--- src/rtl/lfsr_tc_divider.sv ---
module lfsr_tc_divider #(
  parameter int WIDTH = 8,
  parameter logic [WIDTH-1:0] TAPS = 8'hB8,
  parameter logic [WIDTH-1:0] START = 1,
  parameter int PERIOD = 100
) (
  input  logic             clk,
  input  logic             rst,
  input  logic             en_i,
  output logic [WIDTH-1:0] state_o,
  output logic             tc_o,
  output logic             div_en_o
);

  function automatic logic [WIDTH-1:0] step(input logic [WIDTH-1:0] s);
    return {s[WIDTH-2:0], ^(s & TAPS)};
  endfunction

  function automatic logic [WIDTH-1:0] walk_to_end();
    logic [WIDTH-1:0] s;
    s = START;
    for (int i = 0; i < PERIOD - 1; i++) s = step(s);
    return s;
  endfunction

  localparam logic [WIDTH-1:0] TERM = walk_to_end();

  logic [WIDTH-1:0] state_q;

  always_ff @(posedge clk) begin
    if (rst) state_q <= START;
    else if (en_i) state_q <= tc_o ? START : step(state_q);
  end

  assign state_o  = state_q;
  assign tc_o     = (state_q == TERM);
  assign div_en_o = tc_o & en_i;

  p_nonzero_r3: assert property (@(posedge clk) disable iff (rst)
    state_q != '0);
  p_restart_r4: assert property (@(posedge clk) disable iff (rst)
    (en_i && tc_o) |=> state_q == START);
  p_hold_r5: assert property (@(posedge clk) disable iff (rst)
    !en_i |=> $stable(state_q));
  p_advance_r2: assert property (@(posedge clk) disable iff (rst)
    (en_i && !tc_o) |=> state_q != $past(state_q));

endmodule

--- config.mk ---
export PLATFORM = sky130hd
export DESIGN_NAME = lfsr_tc_divider
export DESIGN_NICKNAME = d
export VERILOG_FILES = /design/src/rtl/lfsr_tc_divider.sv
export SDC_FILE = /design/constraint.sdc
export NUM_CORES = 1
export LEC_CHECK = 0
export ABC_CLOCK_PERIOD_IN_PS = 2700
export BUFFER_PORTS_ARGS = -buffer_cell sky130_fd_sc_hd__buf_2
export CORE_AREA = 2 2 39 41
export CTS_BUF_LIST = sky130_fd_sc_hd__clkbuf_2 sky130_fd_sc_hd__clkbuf_4 sky130_fd_sc_hd__clkbuf_8
export DETAILED_ROUTE_END_ITERATION = 8
export DIE_AREA = 0 0 41 43
export MAX_ROUTING_LAYER = met4
export PLACE_DENSITY = 0.54
export SLEW_MARGIN = 25
export SYNTH_ARGS = -nofsm -noshare
export SYNTH_HDL_FRONTEND = slang
export SYNTH_SLANG_ARGS = --single-unit
--- constraint.sdc ---
create_clock -name clk -period 2.7 [get_ports clk]
set_clock_uncertainty 0.05 [all_clocks]
set_input_delay 0.27 -clock clk [delete_from_list [all_inputs] [get_ports clk]]
set_output_delay 0.27 -clock clk [all_outputs]
set_load 0.02 [all_outputs]
# Word level (Yosys, flattened, before mapping)

Index checks and enable logic that the tools add are counted.

Eq/ne operators: 1
Multiplexer cells: 1
Bitwise operators: 1
Reduce and logical (&&, ||, !) cells: 1

Operators by type and width:

| cell                 | count |
|---|---|
| $eq A8 B8 Y1 const B | 1 |
| $mux W8              | 1 |
| $reduce_xor A8 Y1    | 1 |
| $and A1 B1 Y1        | 1 |

Bits in registers: 8
Bits of input ports: 3
Output and inout port bits: 10

# Longest topological paths before layout

Gate-level depths: netlist (run 1).

Word-level depth: 2
Gate-level depth with buffers: 6
Gate-level depth less buffers: 6

# Worst setup path before layout (run 1)

Ideal clock, no wire load.

Path type: register to output
Start: register state_q[4] (netlist: state_o[4])
End: output port div_en_o
Arrival time: 1.773 ns
Required time: 2.380 ns
Path slack: 0.607 ns
Stages on the path, launching flop included: 7
Buffers on the path: 0
Cells stage by stage: dfxtp_1 > inv_1 > ha_1 > or4b_4 > or3_4 > inv_2 > and2_1

Cells in the longest elaborated chain, start to end: 2

RTL lines:

| what                   | RTL line | RTL |
|---|---|---|
| from (decl)            | 28       | `logic [WIDTH-1:0] state_q;` |
| from (signal assigned) | 32       | `else if (en_i) state_q <= tc_o ? START : step(state_q);` |
| $eq A8 B8 Y1           | 36       | `assign tc_o = (state_q == TERM);` |
| via tc_o               | 11       | `output logic tc_o,` |
| $and A1 B1 Y1          | 37       | `assign div_en_o = tc_o & en_i;` |
| to (decl)              | 12       | `output logic div_en_o` |

The timed path passes the listed nets, and every way through them passes these cells.

# Worst setup path after layout (run 1)

Start: register state_q[4] (netlist: state_o[4])
End: output port div_en_o

Cells in the longest elaborated chain, start to end: 2

RTL lines:

| what          | RTL line |
|---|---|
| $eq A8 B8 Y1  | 36 |
| $and A1 B1 Y1 | 37 |

Every way passes these cells.

==> run summary, run 1 <==
setup_tns - 0 ps
Yosys reg bits - 8
post-cts resize count - 0
DIE HEIGHT - 43 um
largest net degree at the start of global routing - 14
RSZ-0062 raised after global routing - false
PortBufs - 12
global-route usage over all layers - 11.8%
Overflow after GRT - 0
final setup fails - 0
Die X - 41 um
status - finished, final reports clean
post-route ant nets - 0
# IOs - 13
CP max stage delay - 480 ps
clk_lat worst skew - 260 ps
DRC - 0
placed cell area - 457 um^2
Req. time, crit path - 2380 ps
CP Max Fanout - 4
Placement Setup Slack - 678 ps
P&R area growth vs syn - 24.8%
final hold vios - 0
CP max-delay cell - or4b_4
final hold slack - 249 ps
Lkg Pwr - 0.220 nW
total clock sinks - 8
Root Driver - clkbuf_4
die area - 0.00176 mm^2
Initial Util - 27.8%
kind of critical path - flip-flop to primary output
cts hold-fix bufs - 0
post-synthesis instance total - 40
sequential area share after synthesis - 41.7%
Peak Freq - 436 MHz
H-tree depth - 1
number of cell rows - 14
critical path startpoint category - flip-flop
DR WL/cell - 11.7 um
crit end category - primary output
CTS tree - built
1st-pass router iterations - 4
Syn Std Cell Area - 384 um^2
Pins Over Slew Limit - 0
Design Power - 0.247 mW
clock slew at the register clock pins of the worst setup and hold paths - 60 ps
Pwr Density - 516 mW/mm^2
Final min period - 2290 ps
type of the worst min-delay path - primary input to flip-flop
placed cells - 66
VDD IR max - 0.135 mV
via-per-instance ratio - 4.81
Period Utilization, post-route - 84.9%
placer congestion estimate - 0.706
slew margin rel. - 77.1%
n_diodes - 0
max-cap viol count - 0
number of global-route vias before repair - 296
Mean Syn Cell Area - 9.60 um^2
fin worst setup slack - 407 ps
final std cells w/o fill - 69
Finished Cell Area - 479 um^2
1st-iter DRT viols - 12
final cell utilization of the core - 34.6%
number of setup buffers added after CTS - 0
first-pass GRT wire length - 1.31 mm
actual slew at the worst max-slew pin - 339 ps
syn nets - 44
WP data arrival - 1970 ps
layout cells sized above 1 - 35.8%
crit path cell chain - inv_1, ha_1, or4b_4, or3_4, inv_2, and2_1, buf_2
synth warn - 0
final wirelength - 807 um
DP HPWL - 544 um
cts bufs inserted - 3
Cell variety after synth - 19
Largest register FFs - 8
initial antenna violation count - 0
Vias - 332
fin nets - 59
total core area - 0.00138 mm^2
Clock Tree Buf Depth - 2
==> layout make-up <==
class,instances,area (um^2)
fill,147,905
multi-input combinational,26,201
inverter,4,15.0
sequential,8,160
clock buffer,3,22.5
tap,16,20.0
timing repair buffer,12,60.1
==> per-layer routing <==
metal,up-vias,share of wire [%],track usage (%)
li1,164,-,-
met1,146,52,16.4
met4,0,2.9,10.0
met3,3,7.9,4.71
met2,19,37,12.5
met5,-,0,-
==> path summary, 6_finish.rpt <==
check                   from         end  slack [ps]  depth (start not counted)
hold / removal           rst  state_o[6]         250                          2
setup reg to reg  state_o[4]  state_o[0]        1000                          5
hold reg to reg   state_o[5]  state_o[5]         460                          2
setup / recovery  state_o[4]    div_en_o         410                          7
==> cell usage in the layout (no fill, tap or decap) <==
cell / synthesis / layout
or4b_4: 1 / 1
clkbuf_4: 0 / 3
nand2_1: 1 / 1
a41oi_2: 1 / 1
buf_2: 0 / 12
ha_1: 1 / 1
inv_2: 1 / 1
or3_4: 1 / 1
nor2_1: 4 / 4
xnor2_1: 1 / 1
mux2i_1: 4 / 4
o311ai_0: 3 / 3
nor3_1: 1 / 1
and2_1: 1 / 1
dfxtp_1: 8 / 8
inv_1: 3 / 3
a21oi_1: 3 / 3
xor2_1: 1 / 1
nand2b_1: 3 / 3
==> synth_stat cells <==
cell type  number  share of area (%)
nor3_1          1                1.3
nor2_1          4                3.9
o311ai_0        3                6.8
buf_1           1               0.98
nand2_1         1               0.98
or4b_4          1                3.6
a21oi_1         3                3.9
nand2b_1        3                4.9
ha_1            1                3.3
or3_4           1                2.9
xor2_1          1                2.3
inv_1           3                2.9
mux2i_1         4                 10
a41oi_2         1                4.2
and2_1          1                1.6
clkbuf_1        1               0.98
xnor2_1         1                2.3
dfxtp_1         8                 42
inv_2           1               0.98
==> cells by family after synthesis <==
group	Yosys count	synth area share, %
flip-flops	8	41.7
XOR/XNOR	2	4.56
buffers and inverters	6	5.86
adder cells (fa/ha/maj)	1	3.26
multiplexers	4	10.4
AND/OR/NAND/NOR	12	19.2
AO/OA/AOI/OAI	7	15.0
==> power breakdown <==
group,switching [mW],internal [mW]
registers,0.00372,0.122
clock network,0.0444,0.0511
logic,0.0153,0.0108
total,0.0634,0.184
==> worst max-delay path, delay by kind of cell (launching register included) <==
family	cells	cell delay, ps
adder cells (fa/ha/maj)	1	130
AND/OR/NAND/NOR	3	980
flip-flops	1	340
buffers and inverters	3	270
No activity file was read; power rests on OpenSTA's default activity.
==> run 2: changes to the inputs <==
--- a/config.mk
+++ b/config.mk
@@ -5,7 +5,7 @@
 export SDC_FILE = /design/constraint.sdc
 export NUM_CORES = 1
 export LEC_CHECK = 0
-export ABC_CLOCK_PERIOD_IN_PS = 2700
+export ABC_CLOCK_PERIOD_IN_PS = 2200
 export BUFFER_PORTS_ARGS = -buffer_cell sky130_fd_sc_hd__buf_2
 export CORE_AREA = 2 2 39 41
 export CTS_BUF_LIST = sky130_fd_sc_hd__clkbuf_2 sky130_fd_sc_hd__clkbuf_4 sky130_fd_sc_hd__clkbuf_8
==> constraint.sdc (replaced) <==
create_clock -name clk -period 2.2 [get_ports clk]
set_clock_uncertainty 0.05 [all_clocks]
set_input_delay 0.22 -clock clk [delete_from_list [all_inputs] [get_ports clk]]
set_output_delay 0.22 -clock clk [all_outputs]
set_load 0.02 [all_outputs]
==> run 2 against run 1 <==
Against the previous run:
- largest power group unchanged
- final area grew 3.9%
- clock power grew 19%
- critical path type unchanged
- non-clock buffer count grew 1
- critical path depth is the same
- utilization grew 1.4 points
- wire length shrank 1.1%
==> run summary, run 2 (same netlist as run 1, synthesis figures left out) <==
Req. time, crit path - 1930 ps (-450 ps)
DRC - 0 (unchanged)
VDD IR max - 0.229 mV (+69%)
1st-iter DRT viols - 7 (-5)
Buf/Inv on CP - 3 (unchanged)
post-route ant nets - 0 (unchanged)
CP max-delay cell - or4b_4
cts bufs inserted - 3 (unchanged)
initial antenna violation count - 0 (unchanged)
Clock Tree Buf Depth - 2 (unchanged)
final std cells w/o fill - 70 (+1.4%)
status - finished, final reports clean
clk_lat worst skew - 260 ps (about the same)
area occupied by registers - 163 um^2 (+1.6%)
layout cells sized above 1 - 44.4% (+8.6 points)
final wirelength - 798 um (-1.1%)
critical path startpoint category - flip-flop
# IOs - 13 (unchanged)
commonest non-fill, non-tap cell in the layout - buf_2
placed cells - 66 (unchanged)
Die X - 41 um (unchanged)
Finished Cell Area - 498 um^2 (+3.9%)
DIE HEIGHT - 43 um (unchanged)
placed cell area - 457 um^2 (unchanged)
via-per-instance ratio - 4.79 (-0.54%)
DP HPWL - 567 um (+4.2%)
final hold vios - 0 (unchanged)
Largest register FFs - 8 (unchanged)
placer congestion estimate - 0.697 (-1.2%)
total clock sinks - 8 (unchanged)
hold worst-path end - state_o[5]
slew margin rel. - 72.7% (-4.5 points)
Reg2Reg Depth - 6 (+1)
kind of critical path - flip-flop to primary output
H-tree depth - 1 (unchanged)
clock slew at the register clock pins of the worst setup and hold paths - 50 ps (about the same)
final setup fails - 0 (unchanged)
1st-pass router iterations - 4 (unchanged)
fin nets - 60 (+1.7%)
Vias - 335 (+0.90%)
Overflow after GRT - 0 (unchanged)
DR WL/cell - 11.4 um (-2.5%)
first-pass GRT wire length - 1.29 mm (-1.6%)
Worst Hold Depth - 2 (unchanged)
Reg2Reg Launch Point - state_o[5]
fillcell total - 152 (+3.4%)
largest net degree at the start of global routing - 14 (unchanged)
number of cell rows - 14 (unchanged)
max-cap viol count - 0 (unchanged)
Root Driver - clkbuf_4
commonest non-fill, non-tap cells in the layout - buf_2 (11), dfxtp_1 (6), mux2i_1 (4), nor2_1 (4)
global-route usage over all layers - 11.9% (+0.024 points)
RSZ-0062 raised after global routing - true
total core area - 0.00138 mm^2 (unchanged)
Lkg Pwr - 0.228 nW (+3.3%)
crit path cell chain - inv_1, ha_1, or4b_4, or3_4, inv_2, and2_4, buf_6
CP Max Fanout - 4 (unchanged)
Initial Util - 27.8% (unchanged)
type of the worst min-delay path - primary input to flip-flop
multi-input logic area - 204 um^2 (+1.2%)
Final min period - 2150 ps
CTS tree - built
P&R area growth vs syn - 29.6%
delay-heaviest family, CP - simple AND/OR/NAND/NOR gates
n_diodes - 0 (unchanged)
Pwr Density - 607 mW/mm^2 (+18%)
Stages on worst setup path - 7 (unchanged)
Peak Freq - 466 MHz
die area - 0.00176 mm^2 (unchanged)
number of global-route vias before repair - 283 (-4.4%)
critical hold path startpoint - rst
crit end category - primary output
Pins Over Slew Limit - 0 (unchanged)
Period Utilization, post-route - 97.6%
Reg2Reg Setup Slack - 390 ps (-610 ps)
actual slew at the worst max-slew pin - 405 ps (+66.1 ps)
r2r endpoint - state_o[6]
CP max stage delay - 470 ps (about the same)
WP data arrival - 1880 ps (-90 ps)
PortBufs - 12 (unchanged)
## run 2: cell types whose count changed in the layout (fill, tap and decap cells not counted), sizes merged
cell / previous run / this run
buf: 12 / 13
## run 2: worst register-to-register path: stages, from the launching register on
cell,delay (ps)
dfxtp_2,330
inv_1,50
ha_1,120
or4b_4,470
buf_4,150
o311ai_0,400
a21oi_1,110
## run 2: per-stage QoR
step / TNS, ps / total power, mW / hold WS [ps] / utilization [%] / setup slack [ps]
after floorplan: 0 / 0.180 / 352 / - / 157
after detailed placement: 0 / 0.189 / 445 / 33.0 / 245
final: 0 / 0.302 / 197 / 36.0 / 53.5
after global placement: 0 / 0.189 / 438 / 33.0 / 266
after CTS: 0 / 0.306 / 196 / 34.8 / 10.5
after global routing: -10.5 / 0.317 / 212 / 36.0 / -10.5
## run 2: worst max-delay path by stage
stage                           from        to  slack (ps)
final                     state_o[5]  div_en_o          50
after global routing      state_o[5]  div_en_o         -10
after CTS                 state_o[4]  div_en_o          10
after detailed placement  state_o[4]  div_en_o         250
after global placement    state_o[5]  div_en_o         270
after floorplan           state_o[4]  div_en_o         160
## run 2: layout make-up
type / instances / share of cell area (%)
well taps: 16 / 4.02
repair buffers: 13 / 14.8
flip-flops and latches: 8 / 32.7
clock buffers: 3 / 4.52
multi-input cells: 26 / 41.0
inverters: 4 / 3.02
## run 2: power by group
part | switching [mW] | internal (mW) | total [mW]
Combinational | 0.0192 | 0.0152 | 0.0344
Sequential | 0.00458 | 0.150 | 0.154
Clock | 0.0511 | 0.0625 | 0.114
Total | 0.0749 | 0.227 | 0.302
## run 2: timing repair
item                                    4_1_cts  5_1_grt
hold buffers                                  0        0
endpoints found under the hold margin         0        0
endpoints found under the setup margin        1        1
resized for setup                             1        5
pin swaps                                     1        0
buffers inserted                              0        1
## run 2: metal layers
metal | vias to the layer above | share of wire, % | track usage [%]
met5 | - | 0 | -
met4 | 0 | 2.3 | 8.00
met3 | 2 | 5.4 | 6.28
met2 | 11 | 47 | 14.4
met1 | 154 | 45 | 14.6
li1 | 168 | - | -
==> run 3: changes to the inputs <==
--- a/config.mk
+++ b/config.mk
@@ -6,7 +6,7 @@
 export NUM_CORES = 1
 export LEC_CHECK = 0
 export ABC_CLOCK_PERIOD_IN_PS = 2200
-export BUFFER_PORTS_ARGS = -buffer_cell sky130_fd_sc_hd__buf_2
+export BUFFER_PORTS_ARGS = -buffer_cell sky130_fd_sc_hd__buf_4
 export CORE_AREA = 2 2 39 41
 export CTS_BUF_LIST = sky130_fd_sc_hd__clkbuf_2 sky130_fd_sc_hd__clkbuf_4 sky130_fd_sc_hd__clkbuf_8
 export DETAILED_ROUTE_END_ITERATION = 8
==> run 3 against run 2 <==
Against the previous run:
- sequential cell count did not move
- die area did not move
- wire length fell by 4.9%
- total power rose by 2.2%
- register-to-register slack improved by 40 ps
- sequential power barely moved
- fmax fell by 0.13%
- highest routed layer unchanged
- first-iteration DRC count fell by 100%
- final cell count did not move
- global-route usage fell by 1.0 points
- critical endpoint unchanged
==> run summary, run 3 (same netlist as run 1, synthesis figures left out) <==
kind of critical path - flip-flop to primary output
final wirelength - 759 um (-4.9%)
cts bufs inserted - 3 (unchanged)
r2r endpoint - state_o[6]
critical path startpoint category - flip-flop
Overflow after GRT - 0 (unchanged)
# IOs - 13 (unchanged)
Finished Cell Area - 526 um^2 (+5.5%)
1st-iter DRT viols - 0 (-7)
commonest non-fill, non-tap cells in the layout - buf_4 (12), dfxtp_1 (6), mux2i_1 (4), nor2_1 (4)
Pwr Density - 588 mW/mm^2 (-3.1%)
Die X - 41 um (unchanged)
max-cap viol count - 0 (unchanged)
first-pass GRT wire length - 1.15 mm (-11%)
placed cell area - 487 um^2 (+6.6%)
Peak Freq - 465 MHz (-0.13%)
clk_lat worst skew - 270 ps (about the same)
via-per-instance ratio - 4.57 (-4.5%)
layout cells sized above 1 - 42.6% (-1.9 points)
die area - 0.00176 mm^2 (unchanged)
initial antenna violation count - 0 (unchanged)
CTS tree - built
PortBufs - 12 (unchanged)
crit path cell chain - inv_1, ha_1, or4b_4, or3_4, inv_2, and2_4, buf_6
hold worst-path end - state_o[5]
n_diodes - 0 (unchanged)
clock slew at the register clock pins of the worst setup and hold paths - 60 ps (about the same)
post-route ant nets - 0 (unchanged)
P&R area growth vs syn - 36.8%
final setup fails - 0 (unchanged)
CP Max Fanout - 4 (unchanged)
Clock Tree Buf Depth - 2 (unchanged)
total clock sinks - 8 (unchanged)
Lkg Pwr - 0.230 nW (+0.99%)
1st-pass router iterations - 1 (-3)
number of global-route vias before repair - 253 (-11%)
CP max stage delay - 450 ps (-20 ps)
Reg2Reg Setup Slack - 430 ps (+40 ps)
DIE HEIGHT - 43 um (unchanged)
total core area - 0.00138 mm^2 (unchanged)
WP data arrival - 1880 ps (about the same)
Final min period - 2150 ps (+2.74 ps)
fillcell total - 153 (+0.66%)
Pins Over Slew Limit - 0 (unchanged)
Req. time, crit path - 1930 ps (about the same)
global-route usage over all layers - 10.8% (-1.0 points)
critical hold path startpoint - rst
Period Utilization, post-route - 97.7% (+0.12 points)
commonest non-fill, non-tap cell in the layout - buf_4
Initial Util - 27.8% (unchanged)
H-tree depth - 1 (unchanged)
placer congestion estimate - 0.748 (+7.2%)
Reg2Reg Depth - 6 (unchanged)
DR WL/cell - 10.8 um (-4.9%)
crit end category - primary output
Vias - 320 (-4.5%)
RSZ-0062 raised after global routing - true
DRC - 0 (unchanged)
fin nets - 60 (unchanged)
Buf/Inv on CP - 3 (unchanged)
VDD IR max - 0.197 mV (-14%)
type of the worst min-delay path - primary input to flip-flop
Root Driver - clkbuf_4
slew margin rel. - 75.7% (+3.0 points)
Largest register FFs - 8 (unchanged)
Reg2Reg Launch Point - state_o[4]
final hold vios - 0 (unchanged)
delay-heaviest family, CP - simple AND/OR/NAND/NOR gates
number of cell rows - 14 (unchanged)
largest net degree at the start of global routing - 14 (unchanged)
Worst Hold Depth - 2 (unchanged)
final hold slack - 127 ps (-70.6 ps)
CP max-delay cell - or4b_4
actual slew at the worst max-slew pin - 360 ps (-44.8 ps)
status - finished, final reports clean
-- run 3: layer usage --
layer | vias to the layer above | part of all wire [%] | global-route usage [%]
li1 | 167 | - | -
met1 | 139 | 48 | 13.2
met2 | 11 | 41 | 11.6
met3 | 3 | 8.3 | 9.42
met4 | 0 | 2.5 | 6.00
met5 | - | 0 | -
-- run 3: stage by stage --
stage / setup slack, ps / util [%] / setup TNS [ps] / total power [mW] / cells
after CTS: 10.1 / 36.9 / 0 / 0.312 / 69
after global routing: -35.0 / 38.0 / -35.0 / 0.332 / 70
after floorplan: 157 / - / 0 / 0.180 / 40
final: 50.8 / 38.0 / 0 / 0.309 / 70
after global placement: 255 / 35.2 / 0 / 0.193 / 66
after detailed placement: 262 / 35.2 / 0 / 0.193 / 66
-- run 3: worst max-delay path by stage --
stage | endpoint | start | depth (start not counted)
3_3_place_gp | div_en_o | state_o[4] | 7
6_report | div_en_o | state_o[4] | 7
4_1_cts | div_en_o | state_o[4] | 7
3_5_place_dp | div_en_o | state_o[5] | 7
2_1_floorplan | div_en_o | state_o[4] | 6
5_1_grt | div_en_o | state_o[4] | 7
-- run 3: final cells by class --
cell class	count	area (um^2)	area share (%)
clock buffer	3	22.5	4.29
inverter	4	15.0	2.86
multi-input combinational	26	204	38.8
sequential	8	163	31.0
tap	16	20.0	3.81
timing repair buffer	13	101	19.3
-- run 3: timing repair --
action                                  in CTS  in global routing
pin swaps                                    1                  0
gates resized for setup                      1                  3
endpoints found under the setup margin       1                  1
buffers inserted                             0                  1
hold buffers                                 0                  0
-- run 3: where the power goes --
| part | internal (mW) | switching [mW] |
|---|---|---|
| sequential | 0.150 | 0.00454 |
| clock | 0.0627 | 0.0546 |
| combinational | 0.0187 | 0.0187 |
| total | 0.231 | 0.0778 |
-- run 3: worst reg2reg max path: stages, from the launching register on --
cell and delay (ps):
dfxtp_2 330, inv_1 50, ha_1 130, or4b_4 450
buf_4 150, o311ai_0 360, a21oi_1 100
